$ cat src/rtl/mbd_pkg.sv
package mbd_pkg;
  localparam int DQ_W      = 32;
  localparam int HALF_W    = DQ_W / 2;
  localparam int REGOP_BIT = 15;
  localparam int DIR_BIT   = 14;

  typedef enum logic [2:0] {
    CYC_NONE   = 3'd0,
    CYC_CMD_WR = 3'd1,
    CYC_CMD_RD = 3'd2,
    CYC_DAT_WR = 3'd3,
    CYC_DAT_RD = 3'd4
  } cyc_e;

  typedef enum logic [1:0] {
    DST_CMP  = 2'd0,
    DST_MSK  = 2'd1,
    DST_MEM  = 2'd2,
    DST_KEEP = 2'd3
  } dest_e;
endpackage

$ cat src/rtl/mbd_classify.sv
module mbd_classify
  import mbd_pkg::*;
(
  input  logic ce_n,
  input  logic we_n,
  input  logic cm_n,
  output cyc_e cyc
);
  always_comb begin
    if (ce_n) begin
      cyc = CYC_NONE;
    end else begin
      unique case ({cm_n, we_n})
        2'b00:   cyc = CYC_CMD_WR;
        2'b01:   cyc = CYC_CMD_RD;
        2'b10:   cyc = CYC_DAT_WR;
        default: cyc = CYC_DAT_RD;
      endcase
    end
  end
endmodule

$ cat src/rtl/mbd_regfile.sv
module mbd_regfile #(
  parameter int NREG  = 4,
  parameter int REG_W = 16,
  localparam int IDX_W = (NREG > 1) ? $clog2(NREG) : 1
) (
  input  logic             clk,
  input  logic             rst,
  input  logic             we,
  input  logic [IDX_W-1:0] wr_idx,
  input  logic [REG_W-1:0] wr_val,
  input  logic [IDX_W-1:0] rd_idx,
  output logic [REG_W-1:0] rd_val
);
  logic [NREG-1:0][REG_W-1:0] regs;

  for (genvar g = 0; g < NREG; g++) begin : g_reg
    always_ff @(posedge clk) begin
      if (rst) begin
        regs[g] <= '0;
      end else if (we && wr_idx == IDX_W'(g)) begin
        regs[g] <= wr_val;
      end
    end
  end

  always_comb begin
    rd_val = '0;
    for (int i = 0; i < NREG; i++) begin
      if (rd_idx == IDX_W'(i)) rd_val = regs[i];
    end
  end


  reg_stable_chk: assert property (@(posedge clk) disable iff (rst)
    !we |=> $stable(regs));
endmodule

$ cat src/rtl/mbd_seq.sv
module mbd_seq
  import mbd_pkg::*;
#(
  parameter int NREG = 4,
  localparam int IDX_W = (NREG > 1) ? $clog2(NREG) : 1
) (
  input  logic             clk,
  input  logic             rst,
  input  cyc_e             cyc,
  input  logic [DQ_W-1:0]  dq_in,
  output logic             reg_we,
  output logic             rd_hit,
  output logic [IDX_W-1:0] sel,
  output dest_e            dest
);
  logic       pend_rd;
  logic       pend_wr;
  logic       is_reg;
  logic       dir_wr;
  logic [1:0] code;
  logic       is_cmd;
  logic       dest_set;

  assign is_reg   = dq_in[REGOP_BIT];
  assign dir_wr   = dq_in[DIR_BIT];
  assign code     = dq_in[1:0];
  assign is_cmd   = (cyc == CYC_CMD_WR) && !pend_wr;
  assign dest_set = is_cmd && !is_reg && (code != DST_KEEP);
  assign reg_we   = (cyc == CYC_CMD_WR) && pend_wr;
  assign rd_hit   = (cyc == CYC_CMD_RD) && pend_rd;

  always_ff @(posedge clk) begin
    if (rst) begin
      pend_rd <= 1'b0;
      pend_wr <= 1'b0;
      sel     <= '0;
      dest    <= DST_CMP;
    end else if (cyc != CYC_NONE) begin
      pend_rd <= 1'b0;
      pend_wr <= 1'b0;
      if (is_cmd && is_reg) begin
        pend_rd <= !dir_wr;
        pend_wr <= dir_wr;
        sel     <= dq_in[IDX_W-1:0];
      end
      if (dest_set) dest <= dest_e'(code);
    end
  end


  one_pend_chk: assert property (@(posedge clk) disable iff (rst)
    $onehot0({pend_rd, pend_wr}));


  rd_cancel_chk: assert property (@(posedge clk) disable iff (rst)
    (pend_rd && cyc != CYC_NONE && cyc != CYC_CMD_WR) |=> !pend_rd);


  wr_cancel_chk: assert property (@(posedge clk) disable iff (rst)
    (pend_wr && cyc != CYC_NONE) |=> !pend_wr);


  idle_hold_chk: assert property (@(posedge clk) disable iff (rst)
    (cyc == CYC_NONE) |=> $stable({pend_rd, pend_wr, sel, dest}));
endmodule

$ cat src/rtl/mbd_top.sv
module mbd_top
  import mbd_pkg::*;
#(
  parameter int NREG     = 4,
  parameter int PAGE_IDX = 1,
  localparam int IDX_W = (NREG > 1) ? $clog2(NREG) : 1
) (
  input  logic              clk,
  input  logic              rst,
  input  logic              ce_n,
  input  logic              we_n,
  input  logic              cm_n,
  input  logic [DQ_W-1:0]   dq_in,
  output logic [DQ_W-1:0]   dq_out,
  output logic              dq_oe,
  input  logic [DQ_W-1:0]   status_i,
  output logic              dw_valid,
  output logic [1:0]        dw_dest,
  output logic [DQ_W-1:0]   dw_data,
  output logic              dr_req,
  output logic [1:0]        dr_dest,
  input  logic [DQ_W-1:0]   dr_data
);
  cyc_e              cyc;
  logic              reg_we;
  logic              rd_hit;
  logic [IDX_W-1:0]  sel;
  dest_e             dest;
  logic [HALF_W-1:0] reg_val;
  logic [HALF_W-1:0] hi_half;

  mbd_classify u_cls (
    .ce_n (ce_n),
    .we_n (we_n),
    .cm_n (cm_n),
    .cyc  (cyc)
  );

  mbd_seq #(.NREG(NREG)) u_seq (
    .clk    (clk),
    .rst    (rst),
    .cyc    (cyc),
    .dq_in  (dq_in),
    .reg_we (reg_we),
    .rd_hit (rd_hit),
    .sel    (sel),
    .dest   (dest)
  );

  mbd_regfile #(.NREG(NREG), .REG_W(HALF_W)) u_rf (
    .clk    (clk),
    .rst    (rst),
    .we     (reg_we),
    .wr_idx (sel),
    .wr_val (dq_in[HALF_W-1:0]),
    .rd_idx (sel),
    .rd_val (reg_val)
  );

  assign hi_half = (sel == IDX_W'(PAGE_IDX)) ? '0 : status_i[DQ_W-1:HALF_W];

  always_comb begin
    unique case (cyc)
      CYC_CMD_RD: dq_out = rd_hit ? {hi_half, reg_val} : status_i;
      CYC_DAT_RD: dq_out = dr_data;
      default:    dq_out = '0;
    endcase
  end

  assign dq_oe    = (cyc == CYC_CMD_RD) || (cyc == CYC_DAT_RD);
  assign dw_valid = (cyc == CYC_DAT_WR);
  assign dw_data  = dq_in;
  assign dw_dest  = dest;
  assign dr_req   = (cyc == CYC_DAT_RD);
  assign dr_dest  = dest;


  always_ff @(posedge clk) begin
    if (rst) begin
      ce_hold_chk: assert (ce_n) else $error("chip enable active during reset");
    end
  end


  page_zero_chk: assert property (@(posedge clk) disable iff (rst)
    (rd_hit && sel == IDX_W'(PAGE_IDX)) |-> (dq_out[DQ_W-1:HALF_W] == '0));


  oe_quiet_chk: assert property (@(posedge clk) disable iff (rst)
    !dq_oe |-> (dq_out == '0));
endmodule

$ cat config.mk
export PLATFORM = sky130hd
export DESIGN_NAME = mbd_top
export DESIGN_NICKNAME = d
export VERILOG_FILES = /design/src/rtl/mbd_pkg.sv /design/src/rtl/mbd_classify.sv /design/src/rtl/mbd_regfile.sv /design/src/rtl/mbd_seq.sv /design/src/rtl/mbd_top.sv
export SDC_FILE = /design/constraint.sdc
export NUM_CORES = 1
export LEC_CHECK = 0
export BUFFER_PORTS_ARGS = -buffer_cell sky130_fd_sc_hd__buf_2
export CAP_MARGIN = 20
export CORE_ASPECT_RATIO = 0.6
export CORE_UTILIZATION = 44
export DETAILED_ROUTE_END_ITERATION = 16
export PLACE_DENSITY_LB_ADDON = 0.25
export SLEW_MARGIN = 40
export SYNTH_ARGS = -nofsm -noshare
export SYNTH_HDL_FRONTEND = slang
export SYNTH_HIERARCHICAL = 1
export SYNTH_SLANG_ARGS = --single-unit
$ cat constraint.sdc
create_clock -name clk -period 3 [get_ports clk]
set_clock_uncertainty 0.2 [all_clocks]
set_input_delay 0.6 -clock clk [delete_from_list [all_inputs] [get_ports clk]]
set_output_delay 0.6 -clock clk [all_outputs]
set_load 0.02 [all_outputs]
==> results of run 1 <==
## worst paths after layout
kind | startpoint | cells after the start | to
worst max-delay path | cm_n | 11 | dq_out[9]
worst min-delay path | u_rf/regs[9] | 2 | u_rf/regs[9]
worst min register to register | u_rf/regs[9] | 2 | u_rf/regs[9]
worst max register to register | u_seq/pend_wr | 4 | u_rf/regs[10]
## metal layers
metal,track usage,vias to the layer above
li1,-,1590
met1,0.271,1613
met4,0.0553,0
met2,0.366,114
met5,0,-
met3,0.0524,23
## logic make-up (layout without fill, tap and decap cells)
| logic type | after synthesis | count (layout) | synth area share |
|---|---|---|---|
| compound gates | 39 | 39 | 0.0961 |
| buf+inv | 64 | 189 | 0.104 |
| simple gates | 110 | 110 | 0.177 |
| mux | 97 | 97 | 0.280 |
| fa+ha+maj | 3 | 3 | 0.00895 |
| flops | 70 | 70 | 0.334 |
## worst reg2reg max path, cell delays in order, from the launching register on
cell and delay (ps):
dfxtp_1 390, and3_2 270, or3b_1 420, buf_4 210
mux2i_1 130
## repair_timing
action	CTS	global route
buffers inserted	5	2
hold buffers	0	0
endpoints found under the setup margin	33	33
pin swaps	8	21
gates cloned	1	1
gates resized for setup	48	62
## placed cells by master (no fill, tap or decap), types with 3 or more instances in the layout
cell type	synthesis	final
buf_2	11	107
nand2b_1	82	82
dfxtp_1	70	70
mux2i_1	80	69
buf_6	3	28
buf_4	38	25
mux4_2	16	16
a32o_2	0	13
o2bb2ai_2	10	11
mux2i_2	0	10
clkbuf_16	0	10
buf_12	1	7
o2bb2ai_1	6	5
clkinv_2	0	4
nand3b_1	4	4
a32o_1	16	3
ha_4	0	3
nor2_1	4	3
a21oi_1	3	3
## sequential cells by signal, summed over array words and instances (netlist names)
signal         cells
u_rf/regs         64
u_seq/dest         2
u_seq/sel          2
u_seq/pend_rd      1
u_seq/pend_wr      1
## stage by stage
step / instances / total power [mW] / setup slack (ps) / util / setup TNS [ps]
floorplan: 383 / 1.19 / 37.5 / - / 0
global placement: 614 / 1.27 / -104 / 0.529 / -1920
detailed placement: 614 / 1.28 / -232 / 0.529 / -4690
CTS: 636 / 2.42 / 2.63 / 0.589 / 0
global route: 638 / 2.53 / -72.7 / 0.617 / -616
finish: 638 / 2.44 / -0.399 / 0.617 / -0.399
## power groups by stage
stage	combinational (mW)	sequential, mW	clock (mW)
2_1_floorplan	0.235	0.955	0
3_3_place_gp	0.319	0.954	0
5_1_grt	0.420	0.934	1.17
3_5_place_dp	0.323	0.954	0
6_report	0.395	0.934	1.11
4_1_cts	0.353	0.934	1.14
## layout make-up
class,count,area [um2],share of cell area
sequential,70,1400,0.246
clock buffer,9,225,0.0396
multi-input combinational,249,2530,0.445
clock inverter,7,88.8,0.0156
tap,130,163,0.0286
inverter,2,17.5,0.00308
timing repair buffer,171,1260,0.222
==> out/metrics.yaml, run 1 <==
vias: 3340
netlist_area_um2: 4190
rsz0062_at_grt: "yes"
synth_most_common_cell: "nand2b_1"
worstPathCellList: "buf_12 -> inv_4 -> ha_4 -> nor2b_4 -> nor4bb_4 -> buf_4 -> buf_6 -> clkbuf_16 -> mux2i_2 -> o2bb2ai_2 -> buf_6"
synth_top_cells_by_area: "dfxtp_1 (33%), mux2i_1 (19%), nand2b_1 (12%), mux4_2 (8.6%), buf_4 (6.8%)"
n_antenna_cell: 0
start_util: 0.455
dpl_cell_area_um2: 4880
synth.top_cell.area_share: 0.334
h-tree-depth: 3
whs_ps: 275
dieArea_um2: 9940
place.gp.congestion: 0.733
fillers: 749
p_leak_nw: 2.67
p_comb_frac: 0.162
grt_pass1_vias: 3164
dr.pass1.iters: 4
synth_warnings: 6
p_clk_frac: 0.456
r2r_slack_ps: 1270
max_slew_margin: 0.618
grt_overflow: 0
grt_first_pass_wirelength_um: 16400
vias_per_cell: 5.24
slew_viol_final: 0
intPower_mw: 1.85
numCtsBuffers: 9
cp.arrival_ps: 2200
wl_met2_um: 5250
remaining_drc_errors: 0
setup_violations: 1
max_cap_violations: 0
power_switching_mw: 0.587
cts_tree: "yes"
cp.buffers_inverters: 6
cpMaxStageDelayCell: "ha_4"
grt_usage: 0.214
synth-seq-cells: 70
pwr-share-seq: 0.383
status: "complete, but fails checks"
io_pins: 172
insertion_delay_ps: 320
async_flop_share: 0
seq_area_frac_synth: 0.334
drtIter0Drc: 104
slowest_delay_ps: 250
antenna_found_initial: 0
worstPathMaxFanout: 5
synthTopCellsByCount: "nand2b_1 (82), mux2i_1 (80), dfxtp_1 (70)"
ant_nets: 0
worst_slack_ps: -0.399
switching_share: 0.241
max_freq_mhz: 333
violations: "setup timing"
cts_buffer_depth: 2
worst_setup_path_end_kind: "output port"
drive_above_1_share: 0.506
postRouteWirelength_um: 10800
syn_avg_cell_area_um2: 10.9
area_growth_pct: 35.7
final_area_um2: 5690
synth_edf_count: 0
die_h_um: 77.6
crit_family: "buffers and inverters"
wl_per_cell_um: 17.0
core_um2: 9220
fin_nets: 607
period_share: 1.00
synth_top_cell_by_area: "dfxtp_1"
drt-met1-wl_um: 4810
power_density_nw_per_um2: 429
dr.max_layer_used: "met4"
rows: 27
hold_viol: 0
synth_fp_nets: 487
ir_drop_uv: 223
cts_root_buffer: "clkbuf_16"
io_buffers: 139
startpoint_type: "input port"
required_ps: 2200
grt_max_degree: 51
clk_pin_slew_ps: 60
ys_types: 35
worstSetupPathType: "input port to output port"
synthCells: 383
min_path_type: "flip-flop to flip-flop"
clock-sinks: 70
die_x_um: 128
synth_ff_type: "dfxtp_1"
cpMostUsedCell: "buf_6"
hpwl_um: 7750
layout_min_cycle_time_ps: 3000
tightest_slew_ps: 573
route.met3.wl_um: 596
No activity file was read; power rests on OpenSTA's default activity.
==> run 2: changes to the inputs <==
ABC_AREA = 1   (was default)
CORE_UTILIZATION = 45   (was 44)
==> run 2 against run 1 <==
The flow now finishes without violations. Clock-buffer cell count increased by 1. Synthesized area rose by 7.5%. Worst hold slack better by 8.5 ps. Cell area is 2.9% lower. Sequential power is essentially flat. Worst setup slack improved by 110 ps. Sequential share of layout area up 0.76 points. Clock power hardly changed. Via count grew 48%. Non-clock buffer count down 6. Die area up 5.0%.
==> out/metrics.yaml, run 2 <==
status: "finished clean"
drtIter0Drc: 429
ys_types: 25
slowest_delay_ps: 270
grt_usage: 0.267
synth_fp_nets: 874
vias_per_cell: 4.93
synth.top_cell.area_share: 0.311
min_path_cells: 2
grt_max_degree: 36
dp_cells: 985
holdPathEnd: "u_rf/regs[11]"
drive_above_1_share: 0.238
min_from: "u_rf/regs[11]"
largest_register: "u_rf/regs"
synth-seq-cells: 70
synthCells: 770
h-tree-depth: 3
whs_ps: 283
required_ps: 2200
antenna_found_initial: 0
hpwl_um: 9530
grt_pass1_vias: 4491
synth_warnings: 6
setup_violations: 0
io_buffers: 139
pwr-share-seq: 0.386
rows: 27
seq_area_frac_synth: 0.311
max_freq_mhz: 346
largest_register_ffs: 64
fin_util: 0.584
wl_per_cell_um: 13.6
netlist_area_um2: 4510
place.gp.congestion: 1.00
io_pins: 172
crit_family: "buffers and inverters"
slew_viol_final: 0
grt_first_pass_wirelength_um: 21900
insertion_delay_ps: 330
min_path_type: "flip-flop to flip-flop"
worstPathCellList: "buf_2 -> inv_1 -> ha_1 -> inv_1 -> nor2_1 -> buf_4 -> nand2_1 -> nor2_4 -> buf_12 -> nand3_1 -> nand2_1 -> buf_2"
worstPathMaxFanout: 33
switching_share: 0.264
max_slew_margin: 0.615
start_util: 0.477
synth_most_common_cell: "nand2_1"
grt_overflow: 0
worstSetupPathType: "input port to output port"
synth_top_cell_by_area: "dfxtp_1"
r2r-end: "u_rf/regs[1]"
p_clk_frac: 0.466
cp.arrival_ps: 2090
r2r_slack_ps: 1120
dr.pass1.iters: 5
async_flop_share: 0
synth_edf_count: 0
p_leak_nw: 3.07
die_h_um: 79.5
layout_min_cycle_time_ps: 2890
die_x_um: 131
intPower_mw: 1.79
synth_top_cells_by_area: "dfxtp_1 (31%), nand2_1 (19%), nor2_1 (11%), nand3_1 (9.8%), inv_1 (8.1%)"
max_cap_violations: 0
cts_buffer_depth: 2
synthTopCellsByCount: "nand2_1 (234), nor2_1 (128), inv_1 (97)"
cts_tree: "yes"
r2r_cells: 6
cts_root_buffer: "clkbuf_16"
p_comb_frac: 0.149
numCtsBuffers: 9
synth_ff_type: "dfxtp_1"
ant_nets: 0
period_share: 0.962
n_antenna_cell: 0
syn_avg_cell_area_um2: 5.85
layout_common_cells: "nand2_1 (234), buf_2 (137), nor2_1 (123), inv_1 (96), nand3_1 (88)"
top_regs: "u_rf/regs x64, u_seq/dest x2, u_seq/sel x2"
reg2reg_from: "u_seq/sel[0]"
startpoint_type: "input port"
worst_setup_path_end_kind: "output port"
cp.buffers_inverters: 6
power_switching_mw: 0.642
postRouteWirelength_um: 13700
tightest_slew_ps: 577
cpMaxStageDelayCell: "ha_1"
clock-sinks: 70
dieArea_um2: 10400
final_common_cell: "nand2_1"
cts_hold_buf: 0
area_growth_pct: 22.5
ir_drop_uv: 332
place_ws_ps: 38.3
clk_pin_slew_ps: 60
vias: 4951
layout.cells.non_filler: 1004
fin_nets: 973
power_density_nw_per_um2: 440
core_um2: 9460
hold_viol: 0
remaining_drc_errors: 0
worst_slack_ps: 113
## run 2: cell types whose count changed in the layout (fill, tap and decap cells not counted), sizes merged, moves of 5 or more
cell	previous run	this run
a21oi	3	19
a32o	16	0
buf	170	164
inv	2	102
mux2i	80	0
mux4	16	0
nand2	0	240
nand2b	82	0
nand3	2	89
nand3b	5	0
nand4	0	17
nor2	4	132
o21ai	2	16
o2bb2ai	16	0
## run 2: layout make-up
| class | count | area [um2] |
|---|---|---|
| fill | 934 | 3940 |
| multi-input combinational | 519 | 2250 |
| sequential | 70 | 1400 |
| timing repair buffer | 165 | 996 |
| inverter | 104 | 395 |
| clock buffer | 10 | 229 |
| tap | 130 | 163 |
| clock inverter | 6 | 86.3 |
## run 2: worst max-delay path by stage
stage                       startpoint    endpoint  slack [ps]  cells after the start
after detailed placement          we_n   dq_out[3]          40                     13
after global placement            we_n  dq_out[14]         100                     13
final                             we_n  dq_out[29]         110                     12
after floorplan                   we_n  dq_out[16]          90                      9
after CTS                 u_seq/sel[1]   dq_out[4]           6                      8
after global routing              we_n   dq_out[8]          -2                     13
## run 2: logic make-up (layout without fill, tap and decap cells)
| kind of cell | count (synthesis) | count (layout) | share of synthesized area |
|---|---|---|---|
| AND/OR/NAND/NOR | 481 | 481 | 0.449 |
| adder cells (fa/ha/maj) | 3 | 3 | 0.00833 |
| buffers and inverters | 181 | 285 | 0.193 |
| AO/OA/AOI/OAI | 35 | 35 | 0.0389 |
| flip-flops | 70 | 70 | 0.311 |
## run 2: worst register-to-register path, cell delays in order, from the launching register on
cell and delay (ps):
dfxtp_1 370, buf_4 240, nor2_2 380, buf_4 360
nand3_1 120, nand2_1 70, nor2_1 50
## run 2: repair_timing
item,4_1_cts,5_1_grt
setup buffers,2,0
endpoints found under the setup margin,3,33
gates resized for setup,1,11
pin swaps,0,1
gates cloned,0,1
## run 2: power by group through the flow
stage          clock [mW]  combinational, mW  sequential (mW)
4_1_cts              1.14              0.356            0.937
6_report             1.13              0.362            0.937
3_5_place_dp            0              0.352            0.957
2_1_floorplan           0              0.236            0.956
3_3_place_gp            0              0.350            0.957
5_1_grt              1.18              0.391            0.937
## run 2: layer usage
layer	wire length, um	vias to the layer above	GRT usage
li1	-	2498	-
met1	6260	2213	0.363
met2	6020	222	0.419
met3	1220	18	0.0533
met4	205	0	0.0953
met5	0	-	0
## run 2: metrics by stage
stage | setup TNS, ps | total power, mW | instance area [um2]
3_3_place_gp | 0 | 1.31 | 5130
6_report | 0 | 2.43 | 5520
5_1_grt | -1.60 | 2.51 | 5520
3_5_place_dp | 0 | 1.31 | 5130
2_1_floorplan | 0 | 1.19 | 4510
4_1_cts | 0 | 2.43 | 5470
